`config.mk`:
```
export PLATFORM = sky130hd
export DESIGN_NAME = refresh_tracker
export DESIGN_NICKNAME = d
export VERILOG_FILES = /design/src/rtl/rfsh_pkg.sv /design/src/rtl/fetch_classifier.sv /design/src/rtl/refresh_counter.sv /design/src/rtl/refresh_tracker.sv
export SDC_FILE = /design/constraint.sdc
export NUM_CORES = 1
export LEC_CHECK = 0
export BUFFER_PORTS_ARGS = -buffer_cell sky130_fd_sc_hd__buf_2
export CORE_MARGIN = 2
export CORE_UTILIZATION = 35
export CTS_CLUSTER_SIZE = 8
export DETAILED_ROUTE_END_ITERATION = 10
export GPL_ROUTABILITY_DRIVEN = 0
export RECOVER_POWER = 25
export SYNTH_ARGS = -nofsm -noshare
export SYNTH_HDL_FRONTEND = slang
export SYNTH_HIERARCHICAL = 1
export SYNTH_SLANG_ARGS = --single-unit
```
`constraint.sdc`:
```
create_clock -name clk_i -period 2.32 [get_ports clk_i]
set_clock_uncertainty 0.2 [all_clocks]
set_input_delay 0.464 -clock clk_i [delete_from_list [all_inputs] [get_ports clk_i]]
set_output_delay 0.464 -clock clk_i [all_outputs]
set_load 0.02 [all_outputs]
```
`src/rtl/rfsh_pkg.sv`:
```
package rfsh_pkg;

  typedef enum logic [2:0] {
    SEQ_OPCODE,    // expecting first opcode byte
    SEQ_IDX_PFX,   // after index prefix
    SEQ_BIT_PFX,   // after bit-op prefix
    SEQ_EXT_PFX,   // after extended prefix
    SEQ_IDX_DISP,  // indexed bit op: displacement next (read)
    SEQ_IDX_OPND,  // indexed bit op: final opcode next (read)
    SEQ_TAIL       // operand bytes until next instruction (read)
  } seq_state_e;

  localparam logic [7:0] PFX_IX  = 8'hDD;
  localparam logic [7:0] PFX_IY  = 8'hFD;
  localparam logic [7:0] PFX_BIT = 8'hCB;
  localparam logic [7:0] PFX_EXT = 8'hED;

  function automatic logic state_is_m1(seq_state_e s);
    return (s == SEQ_OPCODE) || (s == SEQ_IDX_PFX) ||
           (s == SEQ_BIT_PFX) || (s == SEQ_EXT_PFX);
  endfunction

  function automatic seq_state_e after_opcode(logic [7:0] b);
    seq_state_e n;
    case (b)
      PFX_IX, PFX_IY: n = SEQ_IDX_PFX;
      PFX_BIT:        n = SEQ_BIT_PFX;
      PFX_EXT:        n = SEQ_EXT_PFX;
      default:        n = SEQ_TAIL;
    endcase
    return n;
  endfunction

  function automatic seq_state_e seq_next(seq_state_e s, logic [7:0] b);
    seq_state_e n;
    case (s)
      SEQ_OPCODE:   n = after_opcode(b);
      SEQ_IDX_PFX: begin
        // bit-op prefix after index prefix enters read mode; other prefixes restart
        if (b == PFX_BIT) n = SEQ_IDX_DISP;
        else              n = after_opcode(b);
      end
      SEQ_BIT_PFX:  n = SEQ_TAIL;
      SEQ_EXT_PFX:  n = SEQ_TAIL;
      SEQ_IDX_DISP: n = SEQ_IDX_OPND;
      default:      n = SEQ_TAIL;
    endcase
    return n;
  endfunction

endpackage

```
`src/rtl/fetch_classifier.sv`:
```
module fetch_classifier
  import rfsh_pkg::*;
(
  input  logic       clk_i,
  input  logic       rst_ni,
  input  logic       fetch_valid_i,
  input  logic       insn_start_i,
  input  logic [7:0] fetch_byte_i,
  output logic       m1_cycle_o,
  output logic       m1_expect_o
);

  seq_state_e state_q, state_eff, state_d;

  // a new instruction always restarts the prefix walk
  assign state_eff   = insn_start_i ? SEQ_OPCODE : state_q;
  assign state_d     = seq_next(state_eff, fetch_byte_i);
  assign m1_cycle_o  = state_is_m1(state_eff);
  assign m1_expect_o = state_is_m1(state_q);

  always_ff @(posedge clk_i or negedge rst_ni) begin
    if (!rst_ni)            state_q <= SEQ_OPCODE;
    else if (fetch_valid_i) state_q <= state_d;
  end

endmodule

```
`src/rtl/refresh_counter.sv`:
```
module refresh_counter #(
  parameter int DATA_W  = 8,
  parameter int COUNT_W = 7
) (
  input  logic              clk_i,
  input  logic              rst_ni,
  input  logic              step_i,
  input  logic              load_i,
  input  logic [DATA_W-1:0] load_data_i,
  output logic [DATA_W-1:0] value_o
);

  localparam int HOLD_W = DATA_W - COUNT_W;

  logic [COUNT_W-1:0] cnt_q;

  always_ff @(posedge clk_i or negedge rst_ni) begin
    if (!rst_ni)     cnt_q <= '0;
    else if (load_i) cnt_q <= load_data_i[COUNT_W-1:0];
    else if (step_i) cnt_q <= cnt_q + COUNT_W'(1);
  end

  generate
    if (HOLD_W > 0) begin : g_hold
      logic [HOLD_W-1:0] hold_q;
      always_ff @(posedge clk_i or negedge rst_ni) begin
        if (!rst_ni)     hold_q <= '0;
        else if (load_i) hold_q <= load_data_i[DATA_W-1:COUNT_W];
      end
      assign value_o = {hold_q, cnt_q};
    end else begin : g_full
      assign value_o = cnt_q;
    end
  endgenerate

endmodule

```
`src/rtl/refresh_tracker.sv`:
```
module refresh_tracker #(
  parameter int DATA_W  = 8,
  parameter int COUNT_W = 7
) (
  input  logic              clk_i,
  input  logic              rst_ni,
  input  logic              fetch_valid_i,
  input  logic              insn_start_i,
  input  logic [7:0]        fetch_byte_i,
  input  logic              load_valid_i,
  input  logic [DATA_W-1:0] load_data_i,
  output logic              m1_cycle_o,
  output logic              m1_expect_o,
  output logic [DATA_W-1:0] refresh_o
);

  logic m1_cycle;

  fetch_classifier i_classifier (
    .clk_i        (clk_i),
    .rst_ni       (rst_ni),
    .fetch_valid_i(fetch_valid_i),
    .insn_start_i (insn_start_i),
    .fetch_byte_i (fetch_byte_i),
    .m1_cycle_o   (m1_cycle),
    .m1_expect_o  (m1_expect_o)
  );

  refresh_counter #(
    .DATA_W (DATA_W),
    .COUNT_W(COUNT_W)
  ) i_counter (
    .clk_i      (clk_i),
    .rst_ni     (rst_ni),
    .step_i     (fetch_valid_i & m1_cycle),
    .load_i     (load_valid_i),
    .load_data_i(load_data_i),
    .value_o    (refresh_o)
  );

  assign m1_cycle_o = m1_cycle;

endmodule

```
Yosys cells after proc, flatten, opt, wreduce, memory -nomap -nowiden

Index checks and enable logic that the tools add are counted.

Bits in registers: 11
Output and inout port bits: 10

Add/subtract/negate cells: 1
Eq/ne operators: 11
Mux-type cells: 7
Bitwise logic cells: 1
Reduce and logical (&&, ||, !) cells: 10

Operators with widths:

| operator                                      | number |
|---|---|
| == test 8 bit, second input constant          | 4 |
| one-hot mux 3 bit (3 select lines)            | 2 |
| two-way mux 7 bit                             | 2 |
| == test 3 x 2 -> 1 bit, second input constant | 4 |
| adder 7 x 1 -> 7 bit, second input constant   | 1 |
| == test 3 x 1 -> 1 bit, second input constant | 2 |
| logical NOT 3 bit                             | 2 |
| logical OR 1 bit                              | 6 |
| two-way mux 3 bit                             | 2 |
| one-hot mux 3 bit (2 select lines)            | 1 |
| == test 3 bit, second input constant          | 1 |
| nonzero test 2 bit                            | 1 |
| OR reduction 2 bit                            | 1 |
| bitwise AND 1 bit                             | 1 |

Longest topological paths before layout

Word-level depth: 8
Gate-level depth with buffers: 5
Gate-level depth less buffers: 5

By module

The synthesis kept the hierarchy.

Modules (own cells, without submodules):

| module           | instances | cells an instance | area an instance (um^2) | seq. area each (um^2) |
|---|---|---|---|---|
| refresh_counter  | 1         | 41                | 394.1                   | 200.2 |
| fetch_classifier | 1         | 29                | 264.0                   | 75.1 |
| refresh_tracker  | 1         | 1                 | 6.3                     | 0.0 |

Worst setup path before layout

Ideal clock, no wire load.

Path kind: input to register
From: input insn_start_i
To: register i_counter.cnt_q[6]
Data arrival time: 1.622 ns
Data required time: 2.038 ns
Slack: 0.416 ns
Stages: 5
Buffers on the path: 0
Path through: nand2b_1 > and2_1 > nand4_1 > or3_1 > a31oi_1

Cells in the longest elaborated chain, start to end: 7

RTL lines:

| element                                                            | line                   | source |
|---|---|---|
| from (decl)                                                        | refresh_tracker.sv:8   | `input logic insn_start_i,` |
| two-way mux 3 bit (*)                                              | fetch_classifier.sv:16 | `assign state_eff = insn_start_i ? SEQ_OPCODE : state_q;` |
| == test 3 x 1 -> 1 bit / logical NOT 3 bit (equally long branches) | rfsh_pkg.sv:19         | `return (s == SEQ_OPCODE) \|\| (s == SEQ_IDX_PFX) \|\|` |
| logical OR 1 bit (2 in series)                                     | rfsh_pkg.sv:19         |  |
| logical OR 1 bit (*)                                               | rfsh_pkg.sv:20         | `(s == SEQ_BIT_PFX) \|\| (s == SEQ_EXT_PFX);` |
| bitwise AND 1 bit (*)                                              | refresh_tracker.sv:35  | `.step_i (fetch_valid_i & m1_cycle),` |
| nonzero test 2 bit (no line) (*)                                   | --                     |  |
| to (signal assigned)                                               | refresh_counter.sv:19  | `else if (load_i) cnt_q <= load_data_i[COUNT_W-1:0];` |
| to (signal assigned)                                               | refresh_counter.sv:20  | `else if (step_i) cnt_q <= cnt_q + COUNT_W'(1);` |
| to (decl)                                                          | refresh_counter.sv:15  | `logic [COUNT_W-1:0] cnt_q;` |

Mark *: on every way between the ends. The rest lies on a longest branch, timed or not.
A chain may end at the register's enable or synchronous reset.

Worst setup path after layout

From: register i_classifier.state_q[2]
To: register i_counter.cnt_q[5]

Cells in the longest elaborated chain, start to end: 7

RTL lines:

| element                                                            | line                   | source |
|---|---|---|
| from (decl)                                                        | fetch_classifier.sv:13 | `seq_state_e state_q, state_eff, state_d;` |
| from (signal assigned)                                             | fetch_classifier.sv:23 | `else if (fetch_valid_i) state_q <= state_d;` |
| two-way mux 3 bit (*)                                              | fetch_classifier.sv:16 |  |
| == test 3 x 1 -> 1 bit / logical NOT 3 bit (equally long branches) | rfsh_pkg.sv:19         |  |
| logical OR 1 bit (2 in series)                                     | rfsh_pkg.sv:19         |  |
| logical OR 1 bit (*)                                               | rfsh_pkg.sv:20         |  |
| bitwise AND 1 bit (*)                                              | refresh_tracker.sv:35  |  |
| nonzero test 2 bit (no line) (*)                                   | --                     |  |

Marks and branches as above.

==> flow_summary.toml <==
[drt]
routed_wirelength_um = 1410
remaining_drc_errors = 0
dr_total_vias = 624
vias_per_cell = 4.84
ant_nets = 0
drt-initial-drc-count = 6
wire_per_inst_um = 10.9
firstDrtPassIters = 4

[cts]
clock_path_buffers = 2
h-tree-depth = 1
cts_root_buf = "clkbuf_4"
path_clk_slew_ns = 0.07
cts_tree = "built"
cts_made_buffers = 3
clkLatencyLatePin_ns = 0.26
numClockSinks = 11

[critical_path]
required_ns = 2.31
cp.arrival_ns = 1.75
critical_path.cell_chain = "nand2b_1, and2_1, nand4_1, or3_1, a31oi_1"
path_class = "reg2reg"
critPathMaxStageDelay_ns = 0.41
worst_path_max_delay_cell = "dfrtp_1"
crit_path_end_kind = "flip-flop"
startpoint_type = "flip-flop"
worstPathMaxFanout = 5

[pwr]
power_switching_uw = 143
pwr-share-seq_pct = 48.8
p_int_uw = 325
clockPowerShare_pct = 27.0
p_leak_uw = 0.000399
netSwitchingFraction_pct = 30.6
power_density_mw_per_mm2 = 539
peakVddDrop_mv = 0.280
power_frac_comb_pct = 24.2

[yosys]
synth_edf_count = 0
ys_types = 31
synth_ff_type = "dfrtp_1"
avgSynthCellArea_sq_um = 9.36
synth_area_sq_um = 664
synthMuxAreaShare_pct = 3.20
yosysTopAreaCell = "dfrtp_1"
synthesis.nets = 93
synth_compound_area_share_pct = 19.2
synthArstFlopShare_pct = 100
syn_inst = 71
ys_top_cells_by_area = "dfrtp_1 41%, o21ai_0 5.3%, nand2_1 4.5%, xor2_1 4.0%, nand4b_4 3.6%"
synth_simple_gate_area_share_pct = 25.6
ys_warn_count = 6
synth_seq_cells = 11
synthAdderAreaFrac_pct = 1.88
synth_top_family_by_area = "simple AND/OR/NAND/NOR gates"
synth_top_area_share_pct = 41.4
synth_seq_area_share_pct = 41.4
synth_xor_area_share_pct = 5.27

[floorplanning]
die_x_um = 47.6
dieArea_sq_mm = 0.00226
rows = 15
core_area_sq_mm = 0.00176
die_h_um = 47.6
ios = 31
start_util_pct = 37.7

[layout]
syn_to_final_growth_pct = 30.9
nFillCells = 193
fin_util_pct = 49.3
antenna_cells = 0
layout.nets = 127
fin_area_sq_um = 870
instances_no_fill = 129
final_layout_size_suffix_gt1_share_pct = 35.6

[sta]
worst_pin_slew_ns = 0.616
setup_tns_ns = 0
slew_viol_final = 0
finalCritPeriodShare_pct = 75.9
layout_min_cycle_time_ns = 1.76
timing.fmax_ghz = 0.568
rsz0062_at_grt = "false"
relSlewSlack_pct = 59.0
finalHoldViolCount = 0
setup_viol = 0

[place]
placed_cell_area_sq_um = 835
dp_hpwl_um = 1180
portBuffers = 30
placed_cells = 124

[hold_path]
holdCritPathClass = "in2reg"

[grt]
grt.overflow.total = 0
antenna_found_initial = 0
grt_max_degree = 13
first_global_vias = 538
grt_pass1_wl_um = 2360
grt_use_total_pct = 15.6

[run_status]
outcome = "finished clean"

[run]
drv_cap = 0
-- flip-flops by register name, summed over array words and instances, names as in the netlist --
| name | flops |
|---|---|
| i_counter/g_hold.hold_q | 1 |
| i_classifier/state_q | 3 |
| i_counter/cnt_q | 7 |
-- synth_stat cells (2+ instances only) --
library cell,number
or3_1,2
o21ai_0,7
xor2_1,3
nor2_1,5
dfrtp_1,11
nand2_1,8
a31oi_1,2
nor3_1,2
nand4_1,3
inv_1,3
a21oi_1,3
nand2b_1,3
-- layout make-up --
class	instances	area, sq um	area share, %
clock buffers	4	26.3	3.02
flip-flops and latches	11	275	31.7
repair buffers	31	159	18.3
well taps	25	31.3	3.60
multi-input cells	55	367	42.2
inverters	3	11.3	1.29
-- what timing repair did --
action | CTS | global route
gates resized for setup | 0 | 0
hold endpoints to repair | 11 | 0
hold buffers | 1 | 0
setup buffers | 0 | 0
-- critical path, delay by kind of cell, from the launching register on --
family | cells | cell delay (ns)
flip-flops | 1 | 0.41
AO/OA/AOI/OAI | 1 | 0.16
AND/OR/NAND/NOR | 4 | 0.91
-- cells by family (layout without fill, tap and decap cells) --
| kind of cell | after synthesis | after routing |
|---|---|---|
| simple gates | 28 | 28 |
| compound gates | 20 | 20 |
| flops | 11 | 11 |
| buf+inv | 5 | 38 |
| xor+xnor | 4 | 4 |
| mux | 2 | 2 |
| fa+ha+maj | 1 | 1 |
-- path summary, 6_finish.rpt --
check	from	to	slack (ns)	depth (start not counted)
min	load_data_i[0]	i_counter/cnt_q[0]	0.20	3
min in group asynchronous	rst_ni	i_counter/cnt_q[3]	0.52	2
max	i_classifier/state_q[2]	i_counter/cnt_q[5]	0.56	5
max in group asynchronous	rst_ni	i_classifier/state_q[0]	1.00	2
min reg2reg	i_counter/g_hold.hold_q	i_counter/g_hold.hold_q	0.31	1
max reg2reg	i_classifier/state_q[2]	i_counter/cnt_q[5]	0.56	5
-- stage by stage --
step,setup slack (ns),power (uW),hold slack [ns]
finish,0.559,468,0.200
global route,0.426,502,0.198
CTS,0.542,479,0.190
detailed placement,0.313,346,0.147
global placement,0.371,345,0.147
floorplan,0.416,297,-0.0316
-- layer usage --
metal | up-vias | GRT usage (%) | part of all wire (%)
met5 | - | 0 | 0
met4 | 0 | 6.49 | 1.6
met3 | 4 | 7.92 | 6.8
met2 | 17 | 20.8 | 43
met1 | 276 | 21.1 | 48
li1 | 327 | - | -
-- power groups by stage --
stage / Sequential [uW] / Clock [uW] / Combinational [uW]
2_1_floorplan: 245 / 0 / 51.4
3_3_place_gp: 232 / 0 / 113
3_5_place_dp: 232 / 0 / 114
4_1_cts: 229 / 135 / 115
5_1_grt: 232 / 143 / 128
6_report: 229 / 126 / 113
-- cells in the final DEF (no fill, tap or decap), types with 2 or more instances in the layout --
cell      Yosys  final
dfrtp_1      11     11
xor2_1        3      3
nor2_1        5      5
inv_1         3      3
nand4_1       3      3
a21oi_1       3      3
buf_2         0     29
clkbuf_4      0      3
or3_1         2      2
nor3_1        2      2
clkbuf_1      1      2
nand2_1       8      8
a31oi_1       2      2
nand2b_1      3      3
o21ai_0       7      7
(Power assumes the default switching activity.)
